## src/rtl/ccg_pkg.sv

```systemverilog
// Shared types for the dual-width condition code generator.
// Assumes a 3-bit operation class; codes 6 and 7 never write flags.
package ccg_pkg;

    typedef enum logic [2:0] {
        OPC_ADD   = 3'd0,
        OPC_ADDC  = 3'd1,
        OPC_SUB   = 3'd2,
        OPC_SUBB  = 3'd3,
        OPC_LOGIC = 3'd4,
        OPC_DIV   = 3'd5,
        OPC_RSV6  = 3'd6,
        OPC_RSV7  = 3'd7
    } op_class_e;

    // Flag nibble: bit 3 N, bit 2 Z, bit 1 V, bit 0 C
    typedef struct packed {
        logic n;
        logic z;
        logic v;
        logic c;
    } cc_nibble_t;

endpackage

```

## src/rtl/ccg_class_decode.sv

```systemverilog
// Decodes the operation class into one-hot-ish control lines for the lanes.
// Assumes op_class is stable for the whole evaluation; purely combinational.
module ccg_class_decode
    import ccg_pkg::*;
(
    input  logic [2:0] op_class,
    output logic       is_add,
    output logic       is_sub,
    output logic       use_borrow,
    output logic       is_logic,
    output logic       is_div,
    output logic       write_en
);

    // Map each class code to its control lines.
    always_comb begin
        is_add     = 1'b0;
        is_sub     = 1'b0;
        use_borrow = 1'b0;
        is_logic   = 1'b0;
        is_div     = 1'b0;
        write_en   = 1'b1;
        case (op_class_e'(op_class))
            OPC_ADD, OPC_ADDC: is_add = 1'b1;
            OPC_SUB:           is_sub = 1'b1;
            OPC_SUBB: begin
                is_sub     = 1'b1;
                use_borrow = 1'b1;
            end
            OPC_LOGIC:         is_logic = 1'b1;
            OPC_DIV:           is_div = 1'b1;
            default:           write_en = 1'b0;
        endcase
    end

endmodule

```

## src/rtl/ccg_lane.sv

```systemverilog
// Computes one N/Z/V/C nibble over the low W bits of the operands and result.
// DIV_V selects whether this lane reports divide overflow in V.
// Assumes at most one of the class controls is high at a time.
module ccg_lane
    import ccg_pkg::*;
#(
    parameter int W     = 32,
    parameter bit DIV_V = 1'b1
) (
    input  logic [W-1:0] a,
    input  logic [W-1:0] b,
    input  logic [W-1:0] r,
    input  logic         borrow_in,
    input  logic         div_ovf,
    input  logic         is_add,
    input  logic         is_sub,
    input  logic         use_borrow,
    input  logic         is_logic,
    input  logic         is_div,
    output cc_nibble_t   flags
);

    localparam int EW = W + 1;

    logic          sa, sb, sr;
    logic          add_c, add_v, sub_c, sub_v;
    logic [EW-1:0] sub_rhs;

    // Sign bits and the carry, borrow and overflow candidates.
    always_comb begin
        sa      = a[W-1];
        sb      = b[W-1];
        sr      = r[W-1];
        add_c   = (r < a);
        add_v   = (sa == sb) && (sr != sa);
        sub_rhs = {1'b0, b} + EW'(use_borrow & borrow_in);
        sub_c   = ({1'b0, a} < sub_rhs);
        sub_v   = (sa != sb) && (sr != sa);
    end

    // Select the nibble for the active class.
    always_comb begin
        flags   = '0;
        flags.n = sr;
        flags.z = (r == '0);
        if (is_add) begin
            flags.c = add_c;
            flags.v = add_v;
        end else if (is_sub) begin
            flags.c = sub_c;
            flags.v = sub_v;
        end else if (is_div) begin
            flags.v = DIV_V & div_ovf;
        end else if (!is_logic) begin
            flags = '0;
        end
    end

endmodule

```

## src/rtl/ccg_flag_gen.sv

```systemverilog
// Dual-width condition code generator: one 64-bit operation yields a narrow
// (low word) and a wide (full word) flag nibble plus a flag write enable.
// Assumes the result is already computed; the block holds no state.
module ccg_flag_gen
    import ccg_pkg::*;
#(
    parameter int WORD_W = 64,
    parameter int LOW_W  = 32
) (
    input  logic [2:0]        op_class,
    input  logic [WORD_W-1:0] src_a,
    input  logic [WORD_W-1:0] src_b,
    input  logic [WORD_W-1:0] result,
    input  logic              carry_in,
    input  logic              div_ovf,
    output logic [3:0]        flags_lo,
    output logic [3:0]        flags_full,
    output logic              flag_we
);

    localparam int LANES = 2;

    logic       is_add, is_sub, use_borrow, is_logic, is_div, write_en;
    cc_nibble_t lane_flags [LANES];

    ccg_class_decode u_dec (
        .op_class   (op_class),
        .is_add     (is_add),
        .is_sub     (is_sub),
        .use_borrow (use_borrow),
        .is_logic   (is_logic),
        .is_div     (is_div),
        .write_en   (write_en)
    );

    for (genvar g = 0; g < LANES; g++) begin : g_lane
        localparam int LW = (g == 0) ? LOW_W : WORD_W;
        ccg_lane #(
            .W     (LW),
            .DIV_V (g == 0)
        ) u_lane (
            .a          (src_a[LW-1:0]),
            .b          (src_b[LW-1:0]),
            .r          (result[LW-1:0]),
            .borrow_in  (carry_in),
            .div_ovf    (div_ovf),
            .is_add     (is_add),
            .is_sub     (is_sub),
            .use_borrow (use_borrow),
            .is_logic   (is_logic),
            .is_div     (is_div),
            .flags      (lane_flags[g])
        );
    end

    // Gate both nibbles with the write enable.
    always_comb begin
        flag_we    = write_en;
        flags_lo   = write_en ? lane_flags[0] : 4'h0;
        flags_full = write_en ? lane_flags[1] : 4'h0;
    end

endmodule

```

## config.mk

```make
export PLATFORM = sky130hd
export DESIGN_NAME = ccg_flag_gen
export DESIGN_NICKNAME = d
export VERILOG_FILES = /design/src/rtl/ccg_pkg.sv /design/src/rtl/ccg_class_decode.sv /design/src/rtl/ccg_lane.sv /design/src/rtl/ccg_flag_gen.sv
export SDC_FILE = /design/constraint.sdc
export NUM_CORES = 1
export LEC_CHECK = 0
export BUFFER_PORTS_ARGS = -buffer_cell sky130_fd_sc_hd__buf_2
export CORE_ASPECT_RATIO = 0.75
export CORE_MARGIN = 2
export CORE_UTILIZATION = 59
export DETAILED_ROUTE_END_ITERATION = 8
export PLACE_DENSITY_LB_ADDON = 0.08
export RECOVER_POWER = 25
export SLEW_MARGIN = 30
export SYNTH_ARGS = -nofsm -noshare
export SYNTH_HDL_FRONTEND = slang
export SYNTH_HIERARCHICAL = 1
export SYNTH_SLANG_ARGS = --single-unit
```

## constraint.sdc

```tcl
create_clock -name vclk -period 9.65
set_input_delay 1.93 -clock vclk [all_inputs]
set_output_delay 1.93 -clock vclk [all_outputs]
set_load 0.005 [all_outputs]
```

Word-level counts from Yosys, hierarchy flattened
Index checks and enable logic that the tools add are counted.
{ "classes": {"add_sub_neg": 2, "magnitude_cmp": 4, "n_eq_ne": 11, "mux": 24, "bitwise_logic": 2, "reduce_logical": 10} }
{ "op_table": {"columns": ["op", "count"], "rows": [
  ["$add 64x65->65", 1],
  ["$lt 64x65->1", 1],
  ["$logic_not 64->1", 1],
  ["$lt 64x64->1", 1],
  ["$add 32x33->33", 1],
  ["$lt 32x33->1", 1],
  ["$logic_not 32->1", 1],
  ["$lt 32x32->1", 1],
  ["$mux 2", 10],
  ["$mux 4", 4],
  ["$mux 1", 10],
  ["$eq 3x2->1 const B", 2],
  ["$eq 3x3->1 const B", 2],
  ["$reduce_or 6->1", 1],
  ["$logic_and 1x1->1", 4],
  ["$ne 1x1->1", 4],
  ["$reduce_or 2->1", 2],
  ["$eq 3x1->1 const B", 1],
  ["$logic_not 3->1", 1],
  ["$and 1x1->1", 2],
  ["$eq 1x1->1", 2]
]} }
{ "word_totals": {"register_bits": 0, "output_inout_bits": 9, "word_cells": 53} }

Longest topological paths before layout
Gate-level depths: netlist of the first run.
{ "logic_depth": {"word_depth": 8, "mapped_depth": 22} }

By module
Netlist of the first run, hierarchy kept.
{ "by_module_without_submodules": {"columns": ["mod", "instances", "cells_per_inst", "area_each_um2", "seq_area_each_um2"], "rows": [
  ["ccg_lane at g_lane[1].u_lane", 1, 608, 4350.4, 0.0],
  ["ccg_lane at g_lane[0].u_lane", 1, 289, 2149.6, 0.0],
  ["ccg_flag_gen", 1, 8, 50.0, 0.0],
  ["ccg_class_decode", 1, 6, 43.8, 0.0]
]} }

Worst setup path before layout of the first run
Ideal clock, no wire load.
{ "synth_timing": {"path_type": "in2out", "start": "input op_class[2]", "end": "output flags_full[0]", "arrival_ns": 5.347, "required_time_ns": 7.720, "setup_slack_ns": 2.373, "cell_stages": 22, "cell_sequence": "and3b_1 -> and2_1 -> ha_1 -> ha_1 -> nand3_1 -> nor2_2 -> and3_1 -> buf_4 -> and2b_1 -> buf_6 -> and3_4 -> nand2_1 -> xor2_1 -> ha_1 -> and4_1 -> nor4b_1 -> nand2_1 -> a211oi_1 -> a211oi_1 -> a21oi_1 -> o21ai_0 -> and2_1"} }
{ "synth_rtl": {"columns": ["item", "line", "source"], "rows": [
  ["from (decl)", "ccg_flag_gen.sv:10", "input logic [2:0] op_class,"],
  ["to (decl)", "ccg_flag_gen.sv:17", "output logic [3:0] flags_full,"]
]} }

==> impl_results.md, run 1 <==
* Commonest non-fill, non-tap cell in the layout: buf_2
* Post-route DRC at 0
* Hold Crit Depth at 4
* Core area at 10900 um^2
* Least-Margin Pin Slew at 0.671 ns
* Post-Synthesis Cells at 911
* DIE WIDTH at 126 um
* Via-to-Cell Ratio at 6.06
* Die H at approximately 96 um
* N_diodes at 0
* Synth warn at 6
* Worst IR drop on VDD at 19.4 uV
* Critical path launch point type: input pin
* Post-CTS sizing at 0
* Via count at 7589
* Vias in the first global route at 6798
* Combinational power share at 1.000
* Pin count of the biggest net entering global routing at 12
* PD cells at roughly 37 nW/um^2
* GRT overflow at 0
* Worst path max stage delay at 0.44 ns
* Clock buffers at 0
* Wire per inst at 17.0 um
* First-pass GRT wire length at 33300 um
* Initial Util at 0.605
* Setup crit end kind: output pin
* Max-slew violations at 0
* Count of final setup violators at 0
* DP HPWL at 18900 um
* Most used cell, CP: ha_1
* Leakage at 3.89 nW
* Final Worst Setup Slack at roughly 1.1 ns
* Total length of routed wires at 21300 um
* Total track usage at 0.336
* Hold-fix buffers at CTS at 0
* Pre-antenna DRT Iters at 5
* Worst path cell trace: clkbuf_1 -> and3b_1 -> and2_1 -> ha_1 -> ha_1 -> nand3_1 -> nor2_2 -> and3_1 -> and2b_1 -> and3_4 -> nand2_1 -> xor2_1 -> ha_1 -> and4_1 -> nor4b_1 -> nand2_1 -> a211oi_1 -> a211oi_1 -> a21oi_1 -> o21ai_0 -> and2_1 -> buf_2
* Rows at 33
* Max Fclk at ~120 MHz
* Cell taking the most area after synthesis: ha_1
* Internal power at 0.000122 W
* Initial antenna violation count at 0
* CP delay by family, top: simple AND/OR/NAND/NOR gates
* I/O Buffers at 206
* Synth unique cells at between 50 and 60
* Max Cap Violations at 0
* Most frequent cells in the layout: 204 x buf_2, 192 x ha_1, 104 x inv_1, 75 x nand2_1, 63 x xor2_1
* Largest fanout on the critical path at 10
* Sequential share of the synthesized area at 0
* Largest cells by area after synthesis: ha_1 36%, xor2_1 8.4%, inv_1 5.9%, nand4_1 4.6%, a21oi_1 4.6%
* Hold Path End: flags_full[3]
* Critical Path RT at 7.72 ns
* Seq pwr share at 0
* CP Buf/Inv Count at 2
* # fillers at 1031
* Post CTS Setup Buffer Count at 0
* Clock network power share at 0
* Final-report hold violation count at 0
* Net Sw Frac at 0.574
* Relative max-transition margin at 0.551
* Dpl ws at 1.27 ns
* Tmin final at 8.52 ns
* Area of the multi-input gates at between 6000 and 7000 um^2
* Final setup TNS at 0 ns
* NetSw at 0.000164 W
* Die Footprint at 12000 um^2
* Final Net Count at about 1500
* Mean Syn Cell Area at ~7.2 um^2
* RSZ-0062 raised after global routing: no
* GPL Wtd Cong at just over 0.9
* Synth Net Count at 1300
* Remaining antenna violation count at 0
* CP max-delay cell: nor4b_1
* Share of cells above drive strength 1 at 0.199
* Reg area at 0 um^2
* Synth top area share at 0.364
* Critical path type: in2out
* Tcrit/Tclk final at 0.883
* Layout area overhead at 17.7%
* HP Start: result[63]
* Status: finished clean
* Seq_cells at 0
* Post-Syn Area at 6590 um^2
* # IOs at a little over 200
* Min-delay worst type: in2out
* Crit path arrival time at 6.59 ns
* Drt initial violations at 649
-- cells by family (layout without fill, tap and decap cells) --
| logic type | after synthesis | in the layout | synth area share |
|---|---|---|---|
| AOI/OAI and AO/OA | 159 | 159 | 0.148 |
| xor gates and xnor gates | 94 | 94 | 0.125 |
| adders and majority gates | 192 | 192 | 0.364 |
| buffers and inverters | 110 | 311 | 0.0657 |
| and+or+nand+nor | 356 | 356 | 0.298 |
-- metrics by stage --
stage / total power [W] / std cells / cell area (um^2) / hold WS, ns / util
after global routing: 0.000323 / 1252 / 7760 / 4.38 / 0.712
after floorplan: 0.000153 / 911 / 6590 / 3.96 / -
final: 0.000287 / 1252 / 7760 / 4.32 / 0.712
after CTS: 0.000281 / 1252 / 7760 / 4.33 / 0.712
after detailed placement: 0.000278 / 1252 / 7760 / 4.33 / 0.712
after global placement: 0.000273 / 1252 / 7760 / 4.33 / 0.712
-- area by class of cell --
cell class,instances,area share
inverters,104,0.0503
well taps,140,0.0226
multi-input cells,801,0.794
repair buffers,207,0.133
-- worst max path at each step --
stage | slack (ns) | end | cells after the start | from
floorplan | 2.37 | flags_full[0] | 22 | op_class[2]
global placement | 1.44 | flags_full[0] | 22 | op_class[2]
detailed placement | 1.27 | flags_full[0] | 22 | op_class[2]
CTS | 1.25 | flags_full[0] | 22 | op_class[2]
global route | 0.86 | flags_full[0] | 22 | op_class[1]
finish | 1.13 | flags_full[0] | 22 | op_class[1]
-- power groups by stage --
stage / sequential, W / clock, W / combinational, W
2_1_floorplan: 0 / 0 / 0.000153
3_3_place_gp: 0 / 0 / 0.000273
3_5_place_dp: 0 / 0 / 0.000278
4_1_cts: 0 / 0 / 0.000281
5_1_grt: 0 / 0 / 0.000323
6_report: 0 / 0 / 0.000287
-- per-layer routing --
metal  track usage  part of all wire  vias to the layer above
met1         0.506              0.49                     3433
met4        0.0595             0.019                        0
li1              -                 -                     3772
met2         0.520              0.41                      350
met3        0.0354             0.084                       34
met5             0                 0                        -
-- cell usage after synthesis (all sizes together) (2+ instances only) --
master	count
nor2	54
o21a	4
o211ai	6
nor3	14
a2111oi	5
ha	192
a211o	2
and4	12
o221ai	3
a21o	6
and3b	2
nand4	51
or4	2
a21boi	4
xor2	63
o2111ai	4
nor4	34
nand2	75
a221oi	2
xnor2	31
nand2b	5
nor2b	4
and2	18
buf	5
nor3b	3
and3	27
a21oi	60
inv	104
nand4b	2
a211oi	16
o21ai	37
nand3	48
and2b	2
a31oi	3
No activity file was read; power rests on OpenSTA's default activity.
==> run 2, diff against run 1 <==
BUFFER_PORTS_ARGS = -buffer_cell sky130_fd_sc_hd__clkbuf_2   (was -buffer_cell sky130_fd_sc_hd__buf_2)
CORE_UTILIZATION = 45   (was 59)
SYNTH_HIERARCHICAL = not set   (was 1)
clock period = 7 ns   (was 9.65 ns; I/O delays follow)
==> run 2 against run 1 <==
Compared with the run above:
- core utilization is 12 points lower
- sequential share of layout area unchanged
- synthesized area fell by 33%
- wire length decreased by 29%
- first-iteration DRC count decreased by 41%
- critical path depth is 3 lower
- critical path type unchanged
- critical endpoint unchanged
- largest cell class unchanged
==> impl_results.md, run 2 <==
* Worst IR drop on VDD at 25.5 uV (was 19.4 uV)
* Tcrit/Tclk final at 0.958
* CP startpoint: op_class[1] (unchanged)
* Crit path arrival time at 5.31 ns (was 6.59 ns)
* Via count at 5158 (was 7589)
* Status: finished clean (unchanged)
* Layout area overhead at 28.4% (was 17.7%)
* Tmin final at approximately 6.7 ns
* Final Net Count at 1140 (was 1503)
* Critical path type: in2out (unchanged)
* Seq_cells at 0 (unchanged)
* Most frequent cells in the layout: 205 x clkbuf_2, 128 x ha_1, 72 x inv_1, 46 x nand2_1, 38 x xor2_1 (was 204 x buf_2, 192 x ha_1, 104 x inv_1, 75 x nand2_1, 63 x xor2_1)
* DIE WIDTH at 118 um (was 126 um)
* Total length of routed wires at 15000 um (was 21300 um)
* Initial Util at 0.460 (was 0.605)
* Vias in the first global route at 4884 (was 6798)
* Cell taking the most area after synthesis: ha_1 (unchanged)
* Sequential share of the synthesized area at 0 (unchanged)
* CP max-delay cell: or3_1 (was nor4b_1)
* Post-Syn Area at 4400 um^2 (was 6590 um^2)
* I/O Buffers at 206 (unchanged)
* Reg area at 0 um^2 (unchanged)
* Initial antenna violation count at 0 (unchanged)
* Commonest non-fill, non-tap cell in the layout: clkbuf_2 (was buf_2)
* Post-synth top cells: 128 x ha_1, 72 x inv_1, 46 x nand2_1 (was 192 x ha_1, 104 x inv_1, 75 x nand2_1)
* Fin Hold WS at 3.12 ns (was 4.32 ns)
* Leakage at 3.09 nW (was 3.89 nW)
* # IOs at 206 (unchanged)
* PD cells at 50.6 nW/um^2 (was 36.9 nW/um^2)
* Min-delay worst type: in2out (unchanged)
* Max Fclk at ~150 MHz
* Largest fanout on the critical path at 6 (was 10)
* Worst path cell trace: clkbuf_2 -> nor2b_1 -> and3_1 -> ha_1 -> and3_1 -> nand3_4 -> nor4_4 -> nand2_2 -> or3_1 -> xnor2_1 -> ha_1 -> o21a_1 -> o21ai_0 -> a21oi_1 -> o21bai_1 -> a31oi_1 -> a2111oi_1 -> a211o_1 -> clkbuf_2 (was clkbuf_1 -> and3b_1 -> and2_1 -> ha_1 -> ha_1 -> nand3_1 -> nor2_2 -> and3_1 -> and2b_1 -> and3_4 -> nand2_1 -> xor2_1 -> ha_1 -> and4_1 -> nor4b_1 -> nand2_1 -> a211oi_1 -> a211oi_1 -> a21oi_1 -> o21ai_0 -> and2_1 -> buf_2)
* Largest cells by area after synthesis: ha_1 36%, xor2_1 7.6%, inv_1 6.1%, xnor2_1 5.4%, nand4_1 5.0% (was ha_1 36%, xor2_1 8.4%, inv_1 5.9%, nand4_1 4.6%, a21oi_1 4.6%)
* Final-report hold violation count at 0 (unchanged)
* Total track usage at 0.272 (was 0.336)
* Post-Synthesis Cells at 603 (was 911)
* Synth top area share at 0.364 (about the same)
* Via-to-Cell Ratio at 5.46 (was 6.06)
* GRT overflow at 0 (unchanged)
* First-pass GRT wire length at 23600 um (was 33300 um)
* Pin count of the biggest net entering global routing at 8 (was 12)
* Wire per inst at 15.9 um (was 17.0 um)
* Least-Margin Pin Slew at 0.582 ns (was 0.671 ns)
* Pre-antenna DRT Iters at 5 (unchanged)
* Clock buffers at 0 (unchanged)
* Final Util at 0.590 (was 0.712)
* Share of cells above drive strength 1 at 0.282 (was 0.199)
* Synth warn at 0 (was 6)
* Setup crit end kind: output pin (unchanged)
* Max Cap Violations at 0 (unchanged)
* Post CTS Setup Buffer Count at 0 (unchanged)
* CP delay by family, top: simple AND/OR/NAND/NOR gates (unchanged)
* CP Buf/Inv Count at 2 (unchanged)
* Remaining antenna violation count at 0 (unchanged)
* Cell with the most instances after synthesis: ha_1 (unchanged)
* Synth Net Count at 928 (was 1300)
* Core area at 9580 um^2 (was 10900 um^2)
* Final Worst Setup Slack at 0.295 ns (was 1.13 ns)
* Count of final setup violators at 0 (unchanged)
* Dpl ws at 0.127 ns (was 1.27 ns)
* Critical path launch point type: input pin (unchanged)
* N_diodes at 0 (unchanged)
* Critical Path RT at 5.60 ns (was 7.72 ns)
* Die Footprint at 10600 um^2 (was 12000 um^2)
* Hold-fix buffers at CTS at 0 (unchanged)
* Drt initial violations at 381 (was 649)
* Rows at 31 (was 33)
* Synth unique cells at 51 (was 57)
* Relative max-transition margin at 0.608 (was 0.551)
* HP Start: result[31] (was result[63])
* Max-slew violations at 0 (unchanged)
* Post-route DRC at 0 (unchanged)
* GPL Wtd Cong at 0.941 (was 0.934)
* Mean Syn Cell Area at 7.30 um^2 (was 7.24 um^2)
* Die H at 89.7 um (was 95.6 um)
* Worst path max stage delay at 0.50 ns (was 0.44 ns)
* DP HPWL at 14000 um (was 18900 um)
## run 2: cells by family after synthesis
group | Yosys count | share of synthesized area
compound gates | 114 | 0.166
fa+ha+maj | 128 | 0.364
xor+xnor | 65 | 0.129
buf+inv | 75 | 0.0668
simple gates | 221 | 0.274
## run 2: final cells by class
cell class | instances | area (um^2)
Inverter | 72 | 270
Timing Repair Buffer | 213 | 1080
Multi-Input combinational cell | 528 | 4140
Fill cell | 952 | 3930
Tap cell | 132 | 165
## run 2: per-layer routing
layer | global-route usage | part of all wire | vias to the layer above
met4 | 0.00767 | 0.00047 | 0
met1 | 0.405 | 0.51 | 2310
li1 | - | - | 2647
met5 | 0 | 0 | -
met2 | 0.442 | 0.42 | 199
met3 | 0.0335 | 0.073 | 2
## run 2: worst paths after layout
path,end,depth (start not counted)
worst min-delay path,flags_lo[3],3
worst max-delay path,flags_full[0],19
## run 2: power breakdown
part	total (W)	switching, W	internal (W)
logic	0.000286	0.000153	0.000133
clock network	0	0	0
registers	0	0	0
total	0.000286	0.000153	0.000133
## run 2: worst min-delay path, delay by kind of cell
kind | cells | cell delay, ns
buffers and inverters | 2 | 0.21
and+or+nand+nor | 1 | 0.12
## run 2: stage by stage
stage | std cells | setup TNS (ns) | cell area [um^2] | power (W)
after detailed placement | 945 | 0 | 5630 | 0.000280
final | 945 | 0 | 5650 | 0.000286
after global routing | 945 | -0.0575 | 5650 | 0.000324
after floorplan | 603 | 0 | 4400 | 0.000148
after CTS | 945 | 0 | 5630 | 0.000282
after global placement | 945 | 0 | 5630 | 0.000272
## run 2: timing repair
| action | 4_1_cts | 5_1_grt |
|---|---|---|
| endpoints found under the setup margin | 0 | 1 |
| hold endpoints to repair | 0 | 0 |
| gates resized for setup | 0 | 5 |
